**src/rtl/guard_pkg.sv**
```systemverilog
package guard_pkg;
    localparam int GT_DATA_W  = 32;
    localparam int GT_ADDR_W  = 3;
    localparam int GT_PRESC_W = 8;

    localparam logic [GT_ADDR_W-1:0] OFS_LOAD   = 3'd0;
    localparam logic [GT_ADDR_W-1:0] OFS_COUNT  = 3'd1;
    localparam logic [GT_ADDR_W-1:0] OFS_CTRL   = 3'd2;
    localparam logic [GT_ADDR_W-1:0] OFS_IRQ    = 3'd3;
    localparam logic [GT_ADDR_W-1:0] OFS_RST    = 3'd4;
    localparam logic [GT_ADDR_W-1:0] OFS_DISARM = 3'd5;

    localparam int CTRL_EN_BIT  = 0;
    localparam int CTRL_WD_BIT  = 3;
    localparam int CTRL_PRE_LSB = 8;

    localparam logic [GT_DATA_W-1:0] KEY_FIRST  = 32'h1234_5678;
    localparam logic [GT_DATA_W-1:0] KEY_SECOND = 32'h8765_4321;

    typedef enum logic [0:0] {
        UNL_IDLE  = 1'b0,
        UNL_ARMED = 1'b1
    } unlock_state_t;
endpackage

```
**src/rtl/guard_prescale.sv**
```systemverilog
module guard_prescale #(
    parameter int PRESC_W = 8
) (
    input  logic               clk,
    input  logic               rst_n,
    input  logic               run_i,
    input  logic               restart_i,
    input  logic [PRESC_W-1:0] div_i,
    output logic               tick_o
);
    logic [PRESC_W-1:0] phase_q;
    logic               wrap;

    assign wrap   = (phase_q == div_i);
    assign tick_o = run_i && !restart_i && wrap;

    always_ff @(posedge clk or negedge rst_n) begin
        if (!rst_n) begin
            phase_q <= '0;
        end else if (restart_i || !run_i || wrap) begin
            phase_q <= '0;
        end else begin
            phase_q <= phase_q + 1'b1;
        end
    end
endmodule

```
**src/rtl/guard_count.sv**
```systemverilog
module guard_count #(
    parameter int DATA_W = 32
) (
    input  logic              clk,
    input  logic              rst_n,
    input  logic              load_wr_i,
    input  logic [DATA_W-1:0] load_val_i,
    input  logic [DATA_W-1:0] reload_i,
    input  logic              step_i,
    output logic [DATA_W-1:0] count_o,
    output logic              expire_o
);
    logic [DATA_W-1:0] cnt_q;
    logic              at_zero;

    assign at_zero  = (cnt_q == '0);
    assign expire_o = step_i && !load_wr_i && at_zero;
    assign count_o  = cnt_q;

    always_ff @(posedge clk or negedge rst_n) begin
        if (!rst_n) begin
            cnt_q <= '0;
        end else if (load_wr_i) begin
            cnt_q <= load_val_i;
        end else if (step_i) begin
            cnt_q <= at_zero ? reload_i : cnt_q - 1'b1;
        end
    end
endmodule

```
**src/rtl/guard_unlock.sv**
```systemverilog
module guard_unlock
    import guard_pkg::*;
#(
    parameter int                 DATA_W   = 32,
    parameter int                 ADDR_W   = 3,
    parameter logic [ADDR_W-1:0]  KEY_ADDR = 3'd5,
    parameter logic [DATA_W-1:0]  KEY_A    = 32'h1234_5678,
    parameter logic [DATA_W-1:0]  KEY_B    = 32'h8765_4321
) (
    input  logic              clk,
    input  logic              rst_n,
    input  logic              wr_i,
    input  logic [ADDR_W-1:0] addr_i,
    input  logic [DATA_W-1:0] data_i,
    output logic              clear_o
);
    unlock_state_t state_q, state_d;
    logic          hit_a, hit_b;

    assign hit_a = wr_i && (addr_i == KEY_ADDR) && (data_i == KEY_A);
    assign hit_b = wr_i && (addr_i == KEY_ADDR) && (data_i == KEY_B);

    always_ff @(posedge clk or negedge rst_n) begin
        if (!rst_n) begin
            state_q <= UNL_IDLE;
        end else begin
            state_q <= state_d;
        end
    end

    always_comb begin
        state_d = state_q;
        unique case (state_q)
            UNL_IDLE:  if (hit_a) state_d = UNL_ARMED;
            UNL_ARMED: if (wr_i)  state_d = UNL_IDLE;
            default:   state_d = UNL_IDLE;
        endcase
    end

    always_comb begin
        clear_o = 1'b0;
        unique case (state_q)
            UNL_IDLE:  clear_o = 1'b0;
            UNL_ARMED: clear_o = hit_b;
            default:   clear_o = 1'b0;
        endcase
    end
endmodule

```
**src/rtl/guard_timer.sv**
```systemverilog
module guard_timer
    import guard_pkg::*;
#(
    parameter int DATA_W  = GT_DATA_W,
    parameter int ADDR_W  = GT_ADDR_W,
    parameter int PRESC_W = GT_PRESC_W
) (
    input  logic              clk,
    input  logic              rst_n,
    input  logic [ADDR_W-1:0] bus_addr,
    input  logic              bus_we,
    input  logic [DATA_W-1:0] bus_wdata,
    output logic [DATA_W-1:0] bus_rdata,
    output logic              irq_o,
    output logic              wd_reset_o
);
    localparam int PRE_MSB = CTRL_PRE_LSB + PRESC_W - 1;

    logic               wr_load, wr_ctrl, wr_irq, wr_rst;
    logic [DATA_W-1:0]  load_q;
    logic               en_q, wd_q, irq_q, rflag_q, pulse_q;
    logic [PRESC_W-1:0] presc_q;
    logic               tick, expire, unlock_clr;
    logic [DATA_W-1:0]  count_w;
    logic [DATA_W-1:0]  ctrl_view;

    assign wr_load = bus_we && (bus_addr == OFS_LOAD);
    assign wr_ctrl = bus_we && (bus_addr == OFS_CTRL);
    assign wr_irq  = bus_we && (bus_addr == OFS_IRQ);
    assign wr_rst  = bus_we && (bus_addr == OFS_RST);

    guard_prescale #(.PRESC_W(PRESC_W)) u_pre (
        .clk       (clk),
        .rst_n     (rst_n),
        .run_i     (en_q),
        .restart_i (wr_load || wr_ctrl),
        .div_i     (presc_q),
        .tick_o    (tick)
    );

    guard_count #(.DATA_W(DATA_W)) u_cnt (
        .clk        (clk),
        .rst_n      (rst_n),
        .load_wr_i  (wr_load),
        .load_val_i (bus_wdata),
        .reload_i   (load_q),
        .step_i     (tick),
        .count_o    (count_w),
        .expire_o   (expire)
    );

    guard_unlock #(
        .DATA_W   (DATA_W),
        .ADDR_W   (ADDR_W),
        .KEY_ADDR (OFS_DISARM),
        .KEY_A    (KEY_FIRST),
        .KEY_B    (KEY_SECOND)
    ) u_key (
        .clk     (clk),
        .rst_n   (rst_n),
        .wr_i    (bus_we),
        .addr_i  (bus_addr),
        .data_i  (bus_wdata),
        .clear_o (unlock_clr)
    );

    always_ff @(posedge clk or negedge rst_n) begin
        if (!rst_n) begin
            load_q  <= '0;
            en_q    <= 1'b0;
            presc_q <= '0;
        end else begin
            if (wr_load) load_q <= bus_wdata;
            if (wr_ctrl) begin
                en_q    <= bus_wdata[CTRL_EN_BIT];
                presc_q <= bus_wdata[PRE_MSB:CTRL_PRE_LSB];
            end
        end
    end

    always_ff @(posedge clk or negedge rst_n) begin
        if (!rst_n) begin
            wd_q <= 1'b0;
        end else if (unlock_clr) begin
            wd_q <= 1'b0;
        end else if (wr_ctrl && bus_wdata[CTRL_WD_BIT]) begin
            wd_q <= 1'b1;
        end
    end

    always_ff @(posedge clk or negedge rst_n) begin
        if (!rst_n) begin
            irq_q   <= 1'b0;
            rflag_q <= 1'b0;
            pulse_q <= 1'b0;
        end else begin
            pulse_q <= expire && wd_q;
            if (expire && !wd_q)             irq_q <= 1'b1;
            else if (wr_irq && bus_wdata[0]) irq_q <= 1'b0;
            if (expire && wd_q)              rflag_q <= 1'b1;
            else if (wr_rst && bus_wdata[0]) rflag_q <= 1'b0;
        end
    end

    always_comb begin
        ctrl_view = '0;
        ctrl_view[CTRL_EN_BIT] = en_q;
        ctrl_view[CTRL_WD_BIT] = wd_q;
        ctrl_view[PRE_MSB:CTRL_PRE_LSB] = presc_q;
    end

    always_comb begin
        bus_rdata = '0;
        case (bus_addr)
            OFS_LOAD:  bus_rdata = load_q;
            OFS_COUNT: bus_rdata = count_w;
            OFS_CTRL:  bus_rdata = ctrl_view;
            OFS_IRQ:   bus_rdata[0] = irq_q;
            OFS_RST:   bus_rdata[0] = rflag_q;
            default:   bus_rdata = '0;
        endcase
    end

    assign irq_o      = irq_q;
    assign wd_reset_o = pulse_q;
endmodule

```
**config.mk**
```make
export PLATFORM = sky130hd
export DESIGN_NAME = guard_timer
export DESIGN_NICKNAME = d
export VERILOG_FILES = /design/src/rtl/guard_pkg.sv /design/src/rtl/guard_prescale.sv /design/src/rtl/guard_count.sv /design/src/rtl/guard_unlock.sv /design/src/rtl/guard_timer.sv
export SDC_FILE = /design/constraint.sdc
export NUM_CORES = 1
export LEC_CHECK = 0
export CELL_PAD_IN_SITES_DETAIL_PLACEMENT = 1
export CELL_PAD_IN_SITES_GLOBAL_PLACEMENT = 1
export CORE_ASPECT_RATIO = 0.7
export CORE_UTILIZATION = 43
export DETAILED_ROUTE_END_ITERATION = 12
export PLACE_DENSITY = 0.89
export SYNTH_ARGS = -nofsm -noshare
export SYNTH_HDL_FRONTEND = slang
export SYNTH_HIERARCHICAL = 1
export SYNTH_SLANG_ARGS = --single-unit
```
**constraint.sdc**
```tcl
create_clock -name clk -period 3.2 [get_ports clk]
set_input_delay 0.64 -clock clk [delete_from_list [all_inputs] [get_ports clk]]
set_output_delay 0.64 -clock clk [all_outputs]
set_load 0.01 [all_outputs]
```
# Word-level counts from Yosys, hierarchy flattened
# Cells that the tools add are included.
# W data, S select, Z words.
word_totals:
  regBits: 86
  input_bits: 38
classes:
  bitwise: 1
  eq_ne: 8
  add_sub_neg: 2
  muxes: 16
  n_reduce_logical: 29
op_table:
  columns: ["cell", "count"]
  rows:
  - ["$mux W32", 3]
  - ["$pmux W31 S3", 1]
  - ["$eq A32 B29 Y1 const B", 1]
  - ["$eq A32 B32 Y1 const B", 1]
  - ["$logic_not A32 Y1", 1]
  - ["$sub A32 B1 Y32 const B", 1]
  - ["$logic_and A1 B1 Y1", 16]
  - ["$add A8 B1 Y8 const B", 1]
  - ["$eq A8 B8 Y1", 1]
  - ["$mux W1", 8]
  - ["$mux W8", 1]
  - ["$reduce_bool A2 Y1", 4]
  - ["$eq A3 B2 Y1 const B", 2]
  - ["$eq A3 B3 Y1 const B", 2]
  - ["$pmux W1 S5", 1]
  - ["$logic_not A1 Y1", 4]
  - ["$pmux W1 S2", 2]
  - ["$eq A3 B1 Y1 const B", 1]
  - ["$logic_not A3 Y1", 1]
  - ["$logic_or A1 B1 Y1", 3]
  - ["$not A1 Y1", 1]

# Longest topological paths before layout
# Gate-level depths: netlist of the first run.
logic_depth:
  word_depth: 10
  mapped_depth: 14

# Cells and area by module
# The synthesis of the first run kept the hierarchy.
modules_own_cells:
  columns: ["module", "cells_each", "seq_area_each_um2", "n_inst", "area_per_inst_um2"]
  rows:
  - ["guard_count", 306, 800.8, 1, 2432.3]
  - ["guard_timer", 179, 1126.1, 1, 2362.3]
  - ["guard_prescale", 46, 200.2, 1, 457.9]
  - ["guard_unlock", 23, 25.0, 1, 205.2]

# Worst setup path after synthesis of the first run
# Ideal clock, no wire load.
synth_timing:
  path_kind: "in2reg"
  start: "input port bus_addr[0]"
  end: "register u_cnt.cnt_q[19], in the netlist u_cnt/count_o[19]"
  path_buffers: 5
  path_stages: 13
  t_arrival_ps: 2833
  slack_ps: 284
  path_cell_list: "buf_4 > nor3_4 > and2_1 > buf_6 > buf_6 > or2_1 > or2b_2 > nor2_1 > clkbuf_1 > nor2b_1 > clkbuf_1 > o21ai_0 > o21ai_0"
synth_between:
  elab_chain_len: 7
  elab_cells_between_ends: 10
synth_rtl:
  columns: ["element", "line", "rtl"]
  rows:
  - ["start: declaration", "guard_timer.sv:10", "input logic [ADDR_W-1:0] bus_addr,"]
  - ["$logic_not A3 Y1", "guard_timer.sv:27", "assign wr_load = bus_we && (bus_addr == OFS_LOAD);"]
  - ["$logic_and A1 B1 Y1", "guard_timer.sv:27", null]
  - ["named net wr_load", "guard_timer.sv:19", "logic wr_load, wr_ctrl, wr_irq, wr_rst;"]
  - ["$logic_or A1 B1 Y1", "guard_timer.sv:36", ".restart_i (wr_load || wr_ctrl),"]
  - ["$logic_not A1 Y1", "guard_prescale.sv:15", "assign tick_o = run_i && !restart_i && wrap;"]
  - ["$logic_and A1 B1 Y1 (2 in series)", "guard_prescale.sv:15", null]
  - ["named net tick", "guard_timer.sv:23", "logic tick, expire, unlock_clr;"]
  - ["$reduce_bool A2 Y1 (no line)", null, null]
  - ["end signal: assignment", "guard_count.sv:24", "cnt_q <= load_val_i;"]
  - ["end signal: assignment", "guard_count.sv:26", "cnt_q <= at_zero ? reload_i : cnt_q - 1'b1;"]
  - ["end: declaration", "guard_count.sv:13", "logic [DATA_W-1:0] cnt_q;"]
# The timed path passes the listed nets, and every way through them passes these cells.
# A chain may end at the register's enable or synchronous reset.

# Worst setup path in the final report of the first run
layout_timing:
  start: "input port bus_addr[0]"
  end: "output port bus_rdata[29]"
layout_between:
  elab_chain_len: 2
  elab_cells_between_ends: 4
layout_rtl:
  columns: ["element", "line", "rtl"]
  rows:
  - ["$eq A3 B2 Y1, or another cell as far along", "guard_timer.sv:114", "case (bus_addr)"]
  - ["$pmux W31 S3 *", "guard_timer.sv:114", null]
  - ["end: declaration", "guard_timer.sv:13", "output logic [DATA_W-1:0] bus_rdata,"]
# Every way passes the cells marked *; elsewhere a longest branch is shown, timed or not.

==> results.toml, run 1 <==
[outcome]
outcome = "finished, violations left"
violations = "DRC"

[cells_and_area]
area_growth_pct = 24.9
final_nets = 672
layout-drive-gt1-share = 0.193
design_area_um2 = 6820
layout.cells.non_filler = 798
fill_cells = 1382
diodes = 0

[synthesis]
yosysUniqueCellTypes = 59
synth_seq_cells = 86
netlist_top_cells_area = "dfrtp_1, mux2_4, xor2_1, nor3b_1, a21oi_1"
netlist.top_cell.by_area = "dfrtp_1"
syn_avg_cell_area_um2 = 9.85
ys_warn_count = 6
async_flop_share = 1.00
syn_area_um2 = 5460
synth.top_cell.area_share = 0.394
synth_fp_nets = 595
synthCells = 554
synth_edf_count = 0
ys.flop_type = "dfrtp_1"
seq_area_frac_synth = 0.394

[timing]
hold_ws_ns = 0.314
fin_crit_sh = 0.982
fin_skew_ns = 0.0102
period_minus_slack_ns = 3.14
max_freq_ghz = 0.318
slew_headroom = 0.578
final_max_slew_viol_count = 0
setup_viol = 0
hold_violations = 0
setup_slack_ns = 0.0565
rsz0062_at_grt = "true"
tightest_slew_ns = 0.633

[placement]
gp_congestion = 0.901
dp.cells = 782
hpwl_um = 12500
placed_area_um2 = 6480
io_buffers = 71
pre_cts_slack_ns = -0.0347

[clock_network]
postCtsSetupRepairBufs = 0
cts_made_buffers = 9
cts.sinks = 86
cts_htree_levels = 3
cts_buffer_depth = 2
cts-resized-gates = 0
postCtsHoldBufs = 0
cts-root-buf = "clkbuf_16"
cts_tree = "built"
clk-insertion-delay-late_ns = 0.35
clk_pin_slew_ns = 0.06

[floorplan]
die_w_um = 137
initial_core_util = 0.441
rows = 34
io_pins = 72
core_um2 = 12400
design.die.area_um2 = 13200
die_h_um = 96.3

[routing]
ant_nets = 0
drc = 2
drt_pass1_iterations = 8
vias_per_cell = 6.16
vias = 4914
drt-total-wl_um = 17800
wl_per_cell_um = 22.3
drt_iter0_markers = 303

[critical_path]
crit_chain = "clkdlybuf4s50_1 -> buf_12 -> nor3_4 -> buf_12 -> a22o_1 -> clkdlybuf4s50_1"
reg2reg_to = "u_cnt/count_o[13]$_DFFE_PN0P_"
timing.critical_path.arrival_ns = 2.50
end_kind = "primary output"
crit_type = "input port to primary output"
worst-path-buf-inv = 4
timing.rr.start = "u_cnt/count_o[26]$_DFFE_PN0P_"
worstPathRequired_ns = 2.56
crit_path_max_fanout = 20
max_stage_delay_ns = 0.54
start_kind = "input port"
rr_worst_depth = 6
critPathSlowestCell = "clkdlybuf4s50_1"
critical-path-top-delay-family = "buffers and inverters"
rrSetupSlack_ns = 0.43

[power]
seq_power_share = 0.402
clock_power_share = 0.270
power_density_nw_per_um2 = 611
internal_power_mw = 2.65
p_leak_nw = 2.88
power_mw = 4.16
p_switching_mw = 1.51
p_comb_frac = 0.328
swShare = 0.362
peakVddDrop_mv = 0.298

[global_route]
grt_overflow = 0
grt_pass1_vias = 5090
antenna_found_initial = 0
grt_first_pass_wirelength_um = 28000
grt_max_degree = 99
grtUsageTotal = 0.283

[run]
maxCapViolations = 0

[min_path]
hold_path.class = "input port to asynchronous set/reset pin"
==> power groups by stage <==
| stage | clock network, mW | logic (mW) | registers (mW) |
|---|---|---|---|
| 6_report | 1.13 | 1.36 | 1.67 |
| 3_3_place_gp | 0 | 1.25 | 1.65 |
| 3_5_place_dp | 0 | 1.32 | 1.68 |
| 5_1_grt | 1.19 | 1.49 | 1.72 |
| 4_1_cts | 1.14 | 1.35 | 1.67 |
| 2_1_floorplan | 0 | 0.896 | 1.57 |
==> Yosys cell counts (2+ instances only) <==
library cell / instances
xnor2_1: 9
nand4b_1: 2
ha_1: 3
nor3b_1: 30
mux2_4: 28
nand2b_1: 3
a221o_1: 3
nand3_1: 11
buf_8: 2
mux2_2: 14
nor2_1: 38
or4_4: 3
nor4_2: 3
xor2_1: 27
inv_1: 4
nor2b_1: 2
and2_1: 2
a22o_1: 22
nand2_1: 35
o41ai_1: 2
clkbuf_1: 22
o31ai_1: 2
nor4_1: 11
buf_4: 2
buf_6: 4
or4_1: 2
nor4b_1: 3
nor3_1: 13
o21ai_0: 42
o221ai_1: 3
o21ai_1: 8
or2_2: 13
and4bb_2: 4
or3_1: 10
mux2i_1: 13
dfrtp_1: 86
buf_1: 4
a21oi_1: 43
nand4_1: 6
==> flip-flops by register name, summed over array words and instances, names as in the netlist <==
| register | cells |
|---|---|
| en_q | 1 |
| irq_o | 1 |
| load_q | 32 |
| presc_q | 8 |
| rflag_q | 1 |
| u_cnt/count_o | 32 |
| u_key/state_q | 1 |
| u_pre/phase_q | 8 |
| wd_q | 1 |
| wd_reset_o | 1 |
==> per-stage QoR <==
stage	TNS (ns)	utilization
after floorplan	0	-
after global placement	0	0.524
after detailed placement	-0.0347	0.524
after CTS	0	0.549
after global routing	-0.00756	0.551
final	0	0.551
==> layer usage <==
layer	GRT usage	vias to the layer above	wire (um)
met5	0	-	0
met4	0.0917	0	315
met3	0.0521	28	923
met2	0.477	145	8670
met1	0.366	2540	7870
li1	-	2201	-
==> placed cells by master, fill, tap and decap left out, types with 6 or more instances in the layout <==
master,Yosys,layout
a21oi_1,43,43
clkbuf_16,0,9
nor4_1,11,11
nor3_1,13,13
nand4_1,6,6
nand3_1,11,11
or2_2,13,13
a22o_1,22,22
buf_12,0,6
dfrtp_1,86,86
buf_4,2,25
clkdlybuf4s50_1,0,65
xnor2_1,9,9
nand2_1,35,35
xor2_1,27,27
nor3b_1,30,30
o21ai_0,42,42
nor2_1,38,37
mux2i_1,13,13
mux2_4,28,28
or3_1,10,10
o21ai_1,8,8
mux2_2,14,14
==> cell type report <==
type	instances	area [um^2]	share of cell area
timing repair buffer	101	1020	0.150
inverter	4	15.0	0.00220
clock inverter	7	90.1	0.0132
clock buffer	9	225	0.0330
sequential	86	2150	0.316
tap	162	203	0.0297
multi-input combinational	429	3110	0.456
==> how the worst max path moves through the flow <==
stage	startpoint	to	slack, ns	cells after the start
finish	bus_addr[0]	bus_rdata[29]	0.06	6
global route	bus_addr[1]	bus_rdata[8]	-0.005	7
CTS	bus_addr[0]	bus_rdata[12]	0.02	6
detailed placement	bus_addr[0]	u_cnt/count_o[31]$_DFFE_PN0P_	-0.03	12
global placement	bus_addr[0]	u_cnt/count_o[31]$_DFFE_PN0P_	0.08	12
floorplan	bus_addr[0]	u_cnt/count_o[19]$_DFFE_PN0P_	0.28	13
==> cell families (layout without fill, tap and decap cells) <==
| logic type | Yosys count | in the layout | share of synthesized area |
|---|---|---|---|
| AOI/OAI and AO/OA | 134 | 134 | 0.155 |
| xor gates and xnor gates | 36 | 36 | 0.0578 |
| DFF | 86 | 86 | 0.394 |
| buffers and inverters | 39 | 121 | 0.0381 |
| adders and majority gates | 3 | 3 | 0.00688 |
| and+or+nand+nor | 201 | 201 | 0.218 |
| muxes | 55 | 55 | 0.130 |
No activity file was read; power rests on OpenSTA's default activity.
==> run 2, diff against run 1 <==
CORE_MARGIN = 2   (was unset)
==> run 2 against run 1 <==
  * The flow now finishes without violations
  * Flip-flop and latch count stayed put
  * Worst setup slack worse by 0.011 ns
  * Critical path depth is the same
  * Via count increased by 3.3%
  * Clock power about the same
  * Wire length grew 7.0%
  * Global-route usage grew 0.29 points
  * Clock skew rose by 0.0023 ns
  * Clock-buffer cell count rose by 2
  * Non-clock buffer count increased by 2
  * Core utilization is 0.55 points lower
  * Critical endpoint is now bus_rdata[9]
==> results.toml, run 2 (synthesized netlist as in run 1, its figures left out) <==
[outcome]
outcome = "completed"

[critical_path]
timing.critical_path.arrival_ns = 2.51
max_stage_delay_ns = 0.60
critPathSlowestCell = "clkdlybuf4s50_1"
critical-path-top-delay-family = "buffers and inverters"
cpMostUsedCell = "clkdlybuf4s50_1"
crit_path_max_fanout = 7
end_kind = "primary output"
start_kind = "input port"
worstPathRequired_ns = 2.56
worst-path-buf-inv = 3
crit_chain = "clkdlybuf4s50_1 -> buf_4 -> mux2i_1 -> or2_2 -> a21oi_1 -> clkdlybuf4s50_1"
crit_type = "input port to primary output"

[cells_and_area]
layout_commonest_cell = "dfrtp_1"
final_nets = 674
layout-drive-gt1-share = 0.196
fill_cells = 1394
layout.cells.non_filler = 800
regArea_um2 = 2150
final_cell_mix = "dfrtp_1, clkdlybuf4s50_1, a21oi_1"
diodes = 0
multi_input_area_um2 = 3100
area_growth_pct = 24.0

[timing]
rsz0062_at_grt = "true"
fin_crit_sh = 0.986
fin_skew_ns = 0.0126
period_minus_slack_ns = 3.15
setup_viol = 0
hold_violations = 0
max_freq_ghz = 0.317
final_max_slew_viol_count = 0
tightest_slew_ns = 0.761
slew_headroom = 0.486

[clock_network]
cts-root-buf = "clkbuf_16"
cts_buffer_depth = 2
cts.sinks = 86
cts_tree = "built"
cts_made_buffers = 9
cts_htree_levels = 3
clk_pin_slew_ns = 0.07
clk-insertion-delay-late_ns = 0.35

[floorplan]
core_um2 = 12400
io_pins = 72
die_h_um = 98.3
initial_core_util = 0.439
rows = 34
die_w_um = 139
design.die.area_um2 = 13600

[global_route]
grt_overflow = 0
busiest_layer = "met2"
met1_usage = 0.388
grt_max_degree = 99
grtUsageTotal = 0.285
grtUsageMet2 = 0.463
grt_pass1_vias = 5351
grt.met3_usage = 0.0569
grt_first_pass_wirelength_um = 30400
antenna_found_initial = 0

[placement]
hpwl_um = 13000
gp_congestion = 0.883
io_buffers = 71
dp.cells = 784

[routing]
drc = 0
vias = 5074
drt_iter0_markers = 438
vias_per_cell = 6.34
drt-total-wl_um = 19000
drt_pass1_iterations = 5
wl_per_cell_um = 23.8
ant_nets = 0

[min_path]
hold_path.class = "input port to asynchronous set/reset pin"

[power]
power_mw = 4.17
peakVddDrop_mv = 0.281
p_leak_nw = 2.83
power_density_nw_per_um2 = 616

[run]
maxCapViolations = 0
run 2: through the flow:
step	worst slack, ns	utilization	hold slack, ns	setup TNS [ns]	area [um^2]
floorplan	0.284	-	0.344	0	5460
global placement	-0.110	0.519	0.459	-0.110	6450
detailed placement	-0.156	0.519	0.488	-0.231	6450
CTS	0.0165	0.544	0.308	0	6760
global route	-0.0226	0.545	0.309	-0.0415	6770
finish	0.0452	0.545	0.274	0	6770
run 2: worst paths after layout:
check,to,slack [ns],cells after the start,from
max in group asynchronous,u_cnt/count_o[26]$_DFFE_PN0P_,2.11,2,rst_n
min reg2reg,rflag_q$_DFFE_PN0P_,0.51,1,rflag_q$_DFFE_PN0P_
min in group clk,rflag_q$_DFFE_PN0P_,0.51,1,rflag_q$_DFFE_PN0P_
max reg2reg,u_cnt/count_o[28]$_DFFE_PN0P_,0.30,8,u_cnt/count_o[0]$_DFFE_PN0P_
min,u_pre/phase_q[3]$_DFF_PN0_,0.27,1,rst_n
max,bus_rdata[9],0.05,6,bus_addr[0]
run 2: worst register-to-register path: stages, from the launching register on:
cell	delay [ns]
dfrtp_1	0.44
inv_1	0.15
ha_1	0.25
nor4b_1	0.65
nand3_1	0.21
or2_2	0.37
o31ai_1	0.21
o311ai_0	0.17
a221o_1	0.34
run 2: layout make-up:
type,count,area share
Clock inverter,5,0.00850
Clock buffer,11,0.0373
Sequential cell,86,0.318
Inverter,4,0.00222
Timing Repair Buffer,103,0.146
Tap cell,162,0.0299
Multi-Input combinational cell,429,0.458
run 2: report_power, final:
part           internal [mW]  switching (mW)
logic                  0.678           0.699
registers               1.33           0.354
clock network          0.646           0.460
total                   2.66            1.51
run 2: routing by layer:
layer / up-vias / part of all wire / wire, um
li1: 2195 / - / -
met1: 2624 / 0.44 / 8380
met2: 210 / 0.48 / 9110
met3: 45 / 0.056 / 1060
met4: 0 / 0.026 / 493
met5: - / 0 / 0
run 2: repair_timing:
action	CTS	global route
resized for setup	0	5
hold buffers	0	0
hold endpoints to repair	0	0
setup endpoints to repair	0	29
setup buffers	0	0
==> run 3, diff against run 2 <==
--- a/config.mk
+++ b/config.mk
@@ -7,2 +7,3 @@
 export LEC_CHECK = 0
+export ABC_CLOCK_PERIOD_IN_PS = 3200
 export CELL_PAD_IN_SITES_DETAIL_PLACEMENT = 1
@@ -11,8 +12,7 @@
 export CORE_MARGIN = 2
-export CORE_UTILIZATION = 43
+export CORE_UTILIZATION = 42
 export DETAILED_ROUTE_END_ITERATION = 12
-export PLACE_DENSITY = 0.89
+export PLACE_DENSITY = 0.9
 export SYNTH_ARGS = -nofsm -noshare
 export SYNTH_HDL_FRONTEND = slang
-export SYNTH_HIERARCHICAL = 1
 export SYNTH_SLANG_ARGS = --single-unit
--- a/constraint.sdc
+++ b/constraint.sdc
@@ -3,2 +3,2 @@
 set_output_delay 0.64 -clock clk [all_outputs]
-set_load 0.01 [all_outputs]
+set_load 0.005 [all_outputs]
==> run 3 against run 2 <==
  * Clock skew is 0.0091 ns lower
  * Sequential power about the same
  * Die area fell by 3.7%
  * Clock-buffer cell count rose by 2
  * Largest power group unchanged
==> results.toml, run 3 <==
[outcome]
outcome = "completed"

[timing]
fin_crit_sh = 0.983
slew_headroom = 0.221
period_minus_slack_ns = 3.15
setup_tns_ns = 0
setup_slack_ns = 0.0529
max_freq_ghz = 0.318
hold_violations = 0
tightest_slew_ns = 1.17
setup_viol = 0
fin_skew_ns = 0.00349
rsz0062_at_grt = "false"
final_max_slew_viol_count = 0

[routing]
vias = 5231
drt-total-wl_um = 19200
vias_per_cell = 6.28
drt_pass1_iterations = 5
wl_per_cell_um = 23.0
drt_iter0_markers = 538
drc = 0
ant_nets = 0

[synthesis]
synth_fp_nets = 641
yosysUniqueCellTypes = 61
synthCells = 600
yosysMostFrequentCell = "nand2_1"
synth.top_cell.area_share = 0.420
ys.flop_type = "dfrtp_1"
syn_area_um2 = 5120
syn_avg_cell_area_um2 = 8.54
async_flop_share = 1.00
netlist_top_cells_count = "nand2_1, dfrtp_1, nor2_1"
seq_area_frac_synth = 0.420
netlist.top_cell.by_area = "dfrtp_1"
synth_seq_cells = 86
netlist_top_cells_area = "dfrtp_1, nand2_1, nor2_1, a22o_1, xor2_1"
ys_warn_count = 0
synth_edf_count = 0

[critical_path]
endpoint = "bus_rdata[31]"
reg2reg_to = "u_cnt.count_o[12]$_DFFE_PN0P_"
worst-path-buf-inv = 4
worstPathRequired_ns = 2.56
crit_path_start = "bus_addr[1]"
timing.critical_path.arrival_ns = 2.51
start_kind = "input port"
end_kind = "primary output"
critPathSlowestCell = "clkdlybuf4s50_1"
timing.rr.start = "u_cnt.count_o[0]$_DFFE_PN0P_"
crit_chain = "clkdlybuf4s50_1 -> buf_4 -> nor3_2 -> buf_12 -> a22o_1 -> clkdlybuf4s50_1"
critical-path-top-delay-family = "buffers and inverters"
crit_path_max_fanout = 23
cp.depth = 6
rrSetupSlack_ns = 0.37
crit_type = "input port to primary output"
rr_worst_depth = 7
max_stage_delay_ns = 0.50
cpMostUsedCell = "clkdlybuf4s50_1"

[placement]
pre_cts_slack_ns = -0.0242
io_buffers = 71
gp_congestion = 0.915
hpwl_um = 13100

[floorplan]
core_um2 = 11800
rows = 33
initial_core_util = 0.434
die_h_um = 96.4
design.die.area_um2 = 13100
die_w_um = 136
io_pins = 72

[global_route]
grtUsageMet2 = 0.491
grt_pass1_vias = 5553
grt_first_pass_wirelength_um = 30000
met1_usage = 0.400
grt.met3_usage = 0.0767
grt_overflow = 0
antenna_found_initial = 0
busiest_layer = "met2"
grt_max_degree = 87
grtUsageTotal = 0.303

[clock_network]
cts_htree_levels = 3
cts.sinks = 86
cts_buffer_depth = 2
clk_pin_slew_ns = 0.06
cts_tree = "built"
postCtsSetupRepairBufs = 0
cts_made_buffers = 9
clk-insertion-delay-late_ns = 0.35
cts-root-buf = "clkbuf_16"

[cells_and_area]
diodes = 0
final_cell_mix = "nand2_1, dfrtp_1, clkdlybuf4s50_1"
fill_cells = 1377
layout-drive-gt1-share = 0.0947
final_nets = 712
layout_commonest_cell = "nand2_1"
area_growth_pct = 26.0

[power]
p_switching_mw = 1.39
seq_power_share = 0.420
internal_power_mw = 2.57
power_density_nw_per_um2 = 614
p_leak_nw = 2.82
clock_power_share = 0.303
peakVddDrop_mv = 0.310
swShare = 0.352
power_mw = 3.96
p_comb_frac = 0.277

[min_path]
hold_path.class = "input port to asynchronous set/reset pin"

[run]
maxCapViolations = 0
-- run 3: cell count changes after synthesis, sizes merged, moves of 17 or more --
cell   change
nand2     +93
mux2      -32
nor3b     -31
o21ai     -30
a21oi     -23
nor2      +19
nand3     +17
-- run 3: power groups by stage --
stage / combinational (mW) / sequential [mW] / clock [mW]
detailed placement: 1.06 / 1.67 / 0
finish: 1.10 / 1.67 / 1.20
floorplan: 0.716 / 1.53 / 0
global placement: 1.00 / 1.63 / 0
global route: 1.20 / 1.70 / 1.26
CTS: 1.09 / 1.65 / 1.21
-- run 3: layout make-up --
cell class                 count  area (um^2)  area share
multi-input combinational    473         2790       0.433
inverter                       4         15.0     0.00233
timing repair buffer          97          965       0.149
clock buffer                  13          270      0.0419
sequential                    86         2150       0.333
tap                          157          196      0.0304
clock inverter                 3         65.1      0.0101
-- run 3: metal layers --
metal	part of all wire	routed length (um)
met3	0.081	1550
met2	0.47	8950
met4	0.021	407
met5	0	0
met1	0.43	8260
-- run 3: worst min path at each step --
stage / startpoint / end / slack [ns] / depth (start not counted)
CTS: rflag_q$_DFFE_PN0P_ / rflag_q$_DFFE_PN0P_ / 0.48 / 1
detailed placement: rflag_q$_DFFE_PN0P_ / rflag_q$_DFFE_PN0P_ / 0.47 / 1
global route: u_key.state_q$_DFF_PN0_ / u_key.state_q$_DFF_PN0_ / 0.50 / 1
floorplan: rst_n / en_q$_DFFE_PN0P_ / 0.34 / 0
global placement: rflag_q$_DFFE_PN0P_ / rflag_q$_DFFE_PN0P_ / 0.46 / 1
finish: rst_n / load_q[22]$_DFFE_PN0P_ / 0.49 / 1
-- run 3: cells by family (layout without fill, tap and decap cells) --
logic type | after synthesis | after routing | share of synthesized area
and+or+nand+nor | 302 | 302 | 0.279
muxes | 23 | 23 | 0.0474
buffers and inverters | 41 | 117 | 0.0376
AOI/OAI and AO/OA | 117 | 117 | 0.161
xor gates and xnor gates | 28 | 28 | 0.0479
DFF | 86 | 86 | 0.420
adders and majority gates | 3 | 3 | 0.00732
-- run 3: per-stage QoR --
step / util / std cells / instance area [um^2] / hold WS, ns
2_1_floorplan: - / 600 / 5120 / 0.344
3_3_place_gp: 0.518 / 817 / 6120 / 0.463
3_5_place_dp: 0.518 / 817 / 6120 / 0.468
4_1_cts: 0.547 / 833 / 6450 / 0.482
5_1_grt: 0.547 / 833 / 6460 / 0.501
6_report: 0.547 / 833 / 6460 / 0.494
-- run 3: repair_timing --
action / in CTS / in global routing
resized for setup: 1 / 1
hold buffers: 0 / 0
endpoints found under the setup margin: 22 / 6
cloned: 0 / 0
